===== src/rtl/gflt_pkg.sv =====
package gflt_pkg;

    // Command codes on the write strobe
    typedef enum logic [2:0] {
        CMD_FLT_ON  = 3'd0,
        CMD_FLT_OFF = 3'd1,
        CMD_SEL_DEB = 3'd2,
        CMD_SEL_GLT = 3'd3,
        CMD_DIV_WR  = 3'd4
    } cmd_e;

    // Per-pin filter state
    typedef struct packed {
        logic prev;   // input seen at the previous clock edge
        logic samp;   // input seen at the previous slow tick
        logic out;    // accepted level
    } pin_st_t;

endpackage


===== src/rtl/gflt_tick.sv =====
module gflt_tick #(
    parameter int DIV_W = 14
) (
    input  logic             clk_i,
    input  logic             rst_ni,
    input  logic [DIV_W-1:0] div_i,
    input  logic             restart_i,
    output logic             tick_o
);
    localparam int CNT_W = DIV_W + 1;

    typedef struct packed {
        logic [CNT_W-1:0] cnt;
    } tick_st_t;

    tick_st_t st_d, st_q;
    logic [CNT_W-1:0] term;

    // terminal count 2*DIV+1 gives a period of 2*(DIV+1)
    assign term   = {div_i, 1'b1};
    assign tick_o = (st_q.cnt == term);

    always_comb begin
        st_d = st_q;
        if (restart_i || tick_o) begin
            st_d.cnt = '0;
        end else begin
            st_d.cnt = st_q.cnt + 1'b1;
        end
    end

    always_ff @(posedge clk_i or negedge rst_ni) begin
        if (!rst_ni) begin
            st_q <= '0;
        end else begin
            st_q <= st_d;
        end
    end

endmodule


===== src/rtl/gflt_pin.sv =====
module gflt_pin
    import gflt_pkg::*;
(
    input  logic clk_i,
    input  logic rst_ni,
    input  logic pin_i,
    input  logic en_i,
    input  logic deb_i,
    input  logic tick_i,
    output logic filt_o
);
    pin_st_t st_d, st_q;

    always_comb begin
        st_d      = st_q;
        st_d.prev = pin_i;
        if (!en_i) begin
            // filter off: state shadows the raw input
            st_d.out  = pin_i;
            st_d.samp = pin_i;
        end else if (!deb_i) begin
            st_d.samp = pin_i;
            if (pin_i == st_q.prev) begin
                st_d.out = pin_i;
            end
        end else if (tick_i) begin
            st_d.samp = pin_i;
            if (pin_i == st_q.samp) begin
                st_d.out = pin_i;
            end
        end
    end

    always_ff @(posedge clk_i or negedge rst_ni) begin
        if (!rst_ni) begin
            st_q <= '0;
        end else begin
            st_q <= st_d;
        end
    end

    assign filt_o = en_i ? st_q.out : pin_i;

endmodule


===== src/rtl/gflt_bank.sv =====
module gflt_bank
    import gflt_pkg::*;
#(
    parameter int NPINS = 32,
    parameter int DIV_W = 14
) (
    input  logic             clk_i,
    input  logic             rst_ni,
    input  logic             wr_en_i,
    input  logic [2:0]       wr_cmd_i,
    input  logic [NPINS-1:0] wr_data_i,
    input  logic [NPINS-1:0] pin_i,
    output logic [NPINS-1:0] filt_o,
    output logic [NPINS-1:0] flt_en_o,
    output logic [NPINS-1:0] deb_sel_o,
    output logic [DIV_W-1:0] div_o
);
    typedef struct packed {
        logic [NPINS-1:0] en;
        logic [NPINS-1:0] deb;
        logic [DIV_W-1:0] div;
    } cfg_t;

    cfg_t cfg_d, cfg_q;
    logic div_wr;
    logic slow_tick;

    assign div_wr = wr_en_i && (wr_cmd_i == CMD_DIV_WR);

    always_comb begin
        cfg_d = cfg_q;
        if (wr_en_i) begin
            case (wr_cmd_i)
                CMD_FLT_ON:  cfg_d.en  = cfg_q.en | wr_data_i;
                CMD_FLT_OFF: cfg_d.en  = cfg_q.en & ~wr_data_i;
                CMD_SEL_DEB: cfg_d.deb = cfg_q.deb | wr_data_i;
                CMD_SEL_GLT: cfg_d.deb = cfg_q.deb & ~wr_data_i;
                CMD_DIV_WR:  cfg_d.div = wr_data_i[DIV_W-1:0];
                default:     cfg_d = cfg_q;
            endcase
        end
    end

    always_ff @(posedge clk_i or negedge rst_ni) begin
        if (!rst_ni) begin
            cfg_q <= '0;
        end else begin
            cfg_q <= cfg_d;
        end
    end

    gflt_tick #(.DIV_W(DIV_W)) u_tick (
        .clk_i     (clk_i),
        .rst_ni    (rst_ni),
        .div_i     (cfg_q.div),
        .restart_i (div_wr),
        .tick_o    (slow_tick)
    );

    for (genvar g = 0; g < NPINS; g++) begin : g_pin
        gflt_pin u_pin (
            .clk_i  (clk_i),
            .rst_ni (rst_ni),
            .pin_i  (pin_i[g]),
            .en_i   (cfg_q.en[g]),
            .deb_i  (cfg_q.deb[g]),
            .tick_i (slow_tick),
            .filt_o (filt_o[g])
        );
    end

    assign flt_en_o  = cfg_q.en;
    assign deb_sel_o = cfg_q.deb;
    assign div_o     = cfg_q.div;

endmodule


===== config.mk =====
export PLATFORM = sky130hd
export DESIGN_NAME = gflt_bank
export DESIGN_NICKNAME = d
export VERILOG_FILES = /design/src/rtl/gflt_pkg.sv /design/src/rtl/gflt_tick.sv /design/src/rtl/gflt_pin.sv /design/src/rtl/gflt_bank.sv
export SDC_FILE = /design/constraint.sdc
export NUM_CORES = 1
export LEC_CHECK = 0
export ABC_AREA = 1
export BUFFER_PORTS_ARGS = -buffer_cell sky130_fd_sc_hd__buf_4
export CAP_MARGIN = 25
export CELL_PAD_IN_SITES_DETAIL_PLACEMENT = 0
export CELL_PAD_IN_SITES_GLOBAL_PLACEMENT = 1
export CORE_MARGIN = 3
export CORE_UTILIZATION = 46
export CTS_BUF_LIST = sky130_fd_sc_hd__clkbuf_4
export CTS_CLUSTER_DIAMETER = 150
export DETAILED_ROUTE_END_ITERATION = 16
export PLACE_DENSITY = 0.95
export SYNTH_ARGS = -nofsm -noshare
export SYNTH_HDL_FRONTEND = slang
export SYNTH_SLANG_ARGS = --single-unit

===== constraint.sdc =====
create_clock -name clk_i -period 2.51 [get_ports clk_i]
set_clock_uncertainty 0.2 [all_clocks]
set_input_delay 0 -clock clk_i [delete_from_list [all_inputs] [get_ports clk_i]]
set_output_delay 0 -clock clk_i [all_outputs]
set_load 0.02 [all_outputs]

* After elaboration in Yosys (flattened, before gate mapping) *
Cells that the tools add are included.

operators by class
  add/subtract/negate cells = 1
  equal/unequal tests = 165
  mux-type cells = 195
  bitwise operators = 5
  reductions and logical operators = 40

operator list
  kind                     number
  $ne A3 B2 Y1 const B     96
  $mux W2                  96
  $pmux W32 S2             2
  $mux W1                  96
  $reduce_and A3 Y1        32
  $and A32 B32 Y32         2
  $eq A1 B1 Y1             64
  $or A32 B32 Y32          2
  $not A32 Y32             1
  $add A15 B1 Y15 const B  1
  $eq A15 B15 Y1           1
  $mux W15                 1
  $eq A3 B2 Y1 const B     2
  $reduce_and A2 Y1        3
  $reduce_bool A2 Y1       2
  $eq A3 B1 Y1 const B     1
  $eq A3 B3 Y1 const B     1
  $logic_not A3 Y1         1
  $logic_and A1 B1 Y1      1
  $logic_or A1 B1 Y1       1

storage, ports and cells
  register bits after elaboration = 189
  input port bits = 70
  output and inout port bits = 110
  word-level logic and storage cells = 506

* Longest topological paths before layout *
  depth after elaboration = 5
  depth in mapped cells = 13
  depth with buffers taken out = 11

* Hierarchy *
From an unflattened synthesis, not the netlist that was laid out.

second synthesis, totals
  cell total of the unflattened synthesis = 1249
  area, all modules = 9798.1 um2

by module, submodules not included
  module     instances  cells each  area each (um2)  seq. area each (um2)
  gflt_pin   32         21          165.2            75.1
  gflt_bank  1          420         3477.1           1951.9
  gflt_tick  1          157         1036.0           375.4

* Least setup slack after synthesis *
OpenSTA, ideal clock, no wires.

  path type = register -> register
  from = register cfg_q, in the netlist div_o[2]
  to = register g_pin[31].u_pin.st_q[0] in the netlist's numbering
  library setup time = 0.116 ns
  arrival time = 1.363 ns
  data required time = 2.194 ns
  path slack = 0.830 ns
  cell stages (with the launch flop) = 13
  buffers on the path = 1
  clock period less this slack = 1.680 ns
  cell sequence = dfrtp_1 > inv_1 > nand2_1 > nand2_1 > nor2_1 > nand2_1 > nor2_2 > nand2_4 > buf_8 > nand2_4 > nand2_1 > nand2_1 > nand2_1

on the way
  longest elaborated chain between the ends = 3

RTL lines
  element                      RTL line         RTL
  from (decl)                  gflt_bank.sv:24  cfg_t cfg_d, cfg_q;
  from (signal assigned)       gflt_bank.sv:48  cfg_q <= cfg_d;
  $eq A15 B15 Y1               gflt_tick.sv:21  assign tick_o = (st_q.cnt == term);
  $ne A3 B2 Y1 (no line)       -
  $reduce_and A3 Y1 (no line)  -
  to (signal assigned)         gflt_pin.sv:38   st_q <= st_d;
  to (decl)                    gflt_pin.sv:12   pin_st_t st_d, st_q;

No other way between the ends.
A chain may end at the register's enable or synchronous reset.

==> results.py <==
metrics = {
    "run_status": {
        "status": "finished, final reports clean",
    },
    "timing": {
        "hold_viol_final": 0,
        "rsz0062_at_grt": "no",
        "timing.slew.headroom": 0.5322,
        "fmax_mhz": 407.7,
        "setup_viol": 0,
        "fin_ws_ns": 0.05695,
        "tns_ns": 0,
        "final.min_clock_period_ns": 2.453,
        "worstMarginPinSlew_ns": 0.7001,
        "holdWs_ns": 0.05975,
        "period_share": 0.9773,
        "slew_viol_final": 0,
    },
    "critical_path": {
        "r2r_slack_ns": 0.50,
        "cp_slowest_stage_delay_ns": 0.65,
        "rr_startpoint": "u_tick.st_q[9]$_DFF_PN0_",
        "setup.worst_path.end_class": "flop",
        "crit_family": "buffers and inverters",
        "start_kind": "primary input",
        "worstPathBufferInverterCount": 6,
        "crit_path_max_fanout": 20,
        "path_depth": 8,
        "worstPathRequired_ns": 2.81,
        "reg2reg_to": "g_pin[8].u_pin.st_q[0]$_DFFE_PN0P_",
        "worstPathArrival_ns": 2.75,
        "path_common_cell": "dlygate4sd3_1",
        "critPathKind": "primary input to flop",
        "ff2ff_path_depth": 12,
        "crit_chain": "dlygate4sd3_1 -> buf_4 -> inv_1 -> buf_4 -> nand3_1 -> dlygate4sd3_1 -> mux2_2 -> dlygate4sd3_1",
        "slowest_stage": "dlygate4sd3_1",
        "startpoint": "wr_cmd_i[2]",
    },
    "power_and_ir_drop": {
        "powerDensity_nw_per_um2": 782.3,
        "finalPower_mw": 10.45,
        "ir_drop_uv": 463.7,
        "p_leak_nw": 6.647,
    },
    "finish": {
        "syn_to_final_growth_pct": 29.79,
        "final_util": 0.6101,
        "layout_commonest_cell": "nand2_1",
        "drive_gt1_frac": 0.1802,
        "layout_common_cells": "nand2_1, dfrtp_1, buf_4, dlygate4sd3_1, inv_1",
        "layout.nets": 1623,
    },
    "die": {
        "die_w_um": 155.6,
        "die_area_um2": 24200,
        "dieHeight_um": 155.6,
        "io_pins": 180,
        "num_rows": 54,
        "fp.coreArea_um2": 21890,
        "initial_core_util": 0.4701,
    },
    "clock_tree": {
        "clkTransAtPathRegs_ns": 0.18,
        "cts_setup_buffers": 0,
        "cts-resized-gates": 0,
        "cts_buffers": 17,
        "insertion_delay_ns": 0.58,
        "htreeDepth": 4,
        "cts_tree": "built",
        "clockBufferDepth": 2,
        "cts-root-buf": "clkbuf_4",
        "cts_sinks": 189,
    },
    "detailed_routing": {
        "drt-pass1-iter-count": 5,
        "avgViaCountPerCell": 5.044,
        "via_count": 9312,
        "drc_errors": 0,
        "drtAntennaViolNets": 0,
        "route.met2.wl_mm": 13.29,
        "routed.top_layer": "met4",
        "wire_per_inst_um": 14.72,
        "wl_met1_mm": 11.79,
        "wl_met3_mm": 1.710,
        "totalWireLength_mm": 27.17,
        "drtIter0Drc": 645,
    },
    "logic_synthesis": {
        "synth_area_um2": 10290,
        "synthTopCellsByArea": "dfrtp_1, nand2_1, buf_4, inv_1, o21ai_0",
        "ys_warn_count": 0,
        "synthesis.nets": 1358,
        "ys_seq_area_frac": 0.4596,
        "synthAdderAreaFrac": 0.001216,
        "synth_top_area_cell": "dfrtp_1",
        "synth_compound_area_frac": 0.1238,
        "synth_top_family_by_area": "simple AND/OR/NAND/NOR gates",
        "ys_seq_elements": 189,
        "synthXorXnorAreaFrac": 0.008512,
        "synth_cells": 1287,
        "yosysTopAreaCellShare": 0.4596,
        "synthMuxAreaShare": 0.01970,
        "synth_cell_types": 25,
        "synth_simple_gate_area_frac": 0.2378,
        "syn_area_per_cell_um2": 7.995,
    },
    "flow_run": {
        "cap_violations": 0,
    },
    "placement": {
        "port_buffers": 179,
        "place_hpwl_mm": 17.19,
        "gp_congestion": 0.8901,
        "place_ws_ns": 0.4884,
    },
    "hold_path": {
        "hold_start": "pin_i[21]",
        "hold_path_class": "primary input to flop",
    },
    "global_route": {
        "grt_use_total": 0.2268,
        "overflow": 0,
        "first_global_vias": 9190,
        "antenna_found_initial": 1,
        "grt_max_degree": 74,
        "grt_pass1_wl_mm": 44.92,
    },
}
==> layer usage <==
layer / up-vias / global-route usage
li1: 4596 / -
met1: 4392 / 0.2885
met2: 284 / 0.3953
met3: 40 / 0.05104
met4: 0 / 0.05461
met5: - / 0
==> repair_timing <==
item / in CTS / in global routing
endpoints found under the setup margin: 0 / 0
hold endpoints to repair: 378 / 0
hold buffers: 175 / 0
==> Yosys cell counts <==
cell type    n
inv_2        5
xnor2_1      2
o21a_1      14
nand2_4     29
dfrtp_1    189
nand2_1    372
buf_12       2
buf_2       10
inv_1      168
nand4_1     21
ha_1         1
a31oi_1     32
mux2_2      18
nand3_1     77
nor2_2       3
nor3_1       7
xor2_1       8
buf_4       98
a21oi_1     66
o21ai_0     78
clkbuf_2     1
nor2_1      41
clkbuf_1    11
buf_8        1
o211ai_1    33
==> worst register-to-register path, cell delays in order, from the launching register on <==
cell	delay [ns]
dfrtp_1	0.52
inv_2	0.06
nand2_1	0.06
nand2_1	0.05
nor2_1	0.08
nand2_1	0.07
nor2_2	0.14
nand2_4	0.18
buf_12	0.25
nand2_1	0.14
nand2_1	0.08
nand2_1	0.06
nand2_1	0.04
==> cells by family after synthesis <==
logic type      Yosys count
compound gates          223
buf+inv                 296
mux                      18
simple gates            550
flops                   189
fa+ha+maj                 1
xor+xnor                 10
==> layout make-up <==
cell class	count	area (um^2)
Tap cell	280	350.3
Timing Repair Buffer	369	3277
Inverter	173	649.4
Sequential cell	189	4730
Multi-Input combinational cell	802	4036
Fill cell	1842	8536
Clock inverter	15	182.7
Antenna cell	1	2.502
Clock buffer	17	127.6
==> worst min-delay path by stage <==
| stage | endpoint | slack, ns | cells past startpoint |
|---|---|---|---|
| after floorplan | asynchronous set/reset pin | -0.50 | 0 |
| after global placement | g_pin[19].u_pin.st_q[2]$_DFF_PN0_ | -0.13 | 1 |
| after detailed placement | g_pin[18].u_pin.st_q[2]$_DFF_PN0_ | -0.13 | 1 |
| after CTS | div_o[4]$_DFFE_PN0P_ | 0.003 | 4 |
| after global routing | g_pin[17].u_pin.st_q[0]$_DFFE_PN0P_ | 0.008 | 4 |
| final | g_pin[21].u_pin.st_q[1]$_DFFE_PN0P_ | 0.06 | 4 |
==> power breakdown <==
part           switching (mW)  leakage (nW)  internal, mW
clock network            1.17         0.164         0.632
registers               0.651          2.19          3.77
logic                    2.37          4.29          1.85
total                    4.19          6.65          6.26
==> per-stage QoR <==
| stage | cells | area [um^2] |
|---|---|---|
| 6_report | 1846 | 13360 |
| 5_1_grt | 1846 | 13360 |
| 4_1_cts | 1845 | 13350 |
| 3_5_place_dp | 1638 | 11290 |
| 3_3_place_gp | 1638 | 11290 |
| 2_1_floorplan | 1287 | 10290 |
No activity file was read; power rests on OpenSTA's default activity.
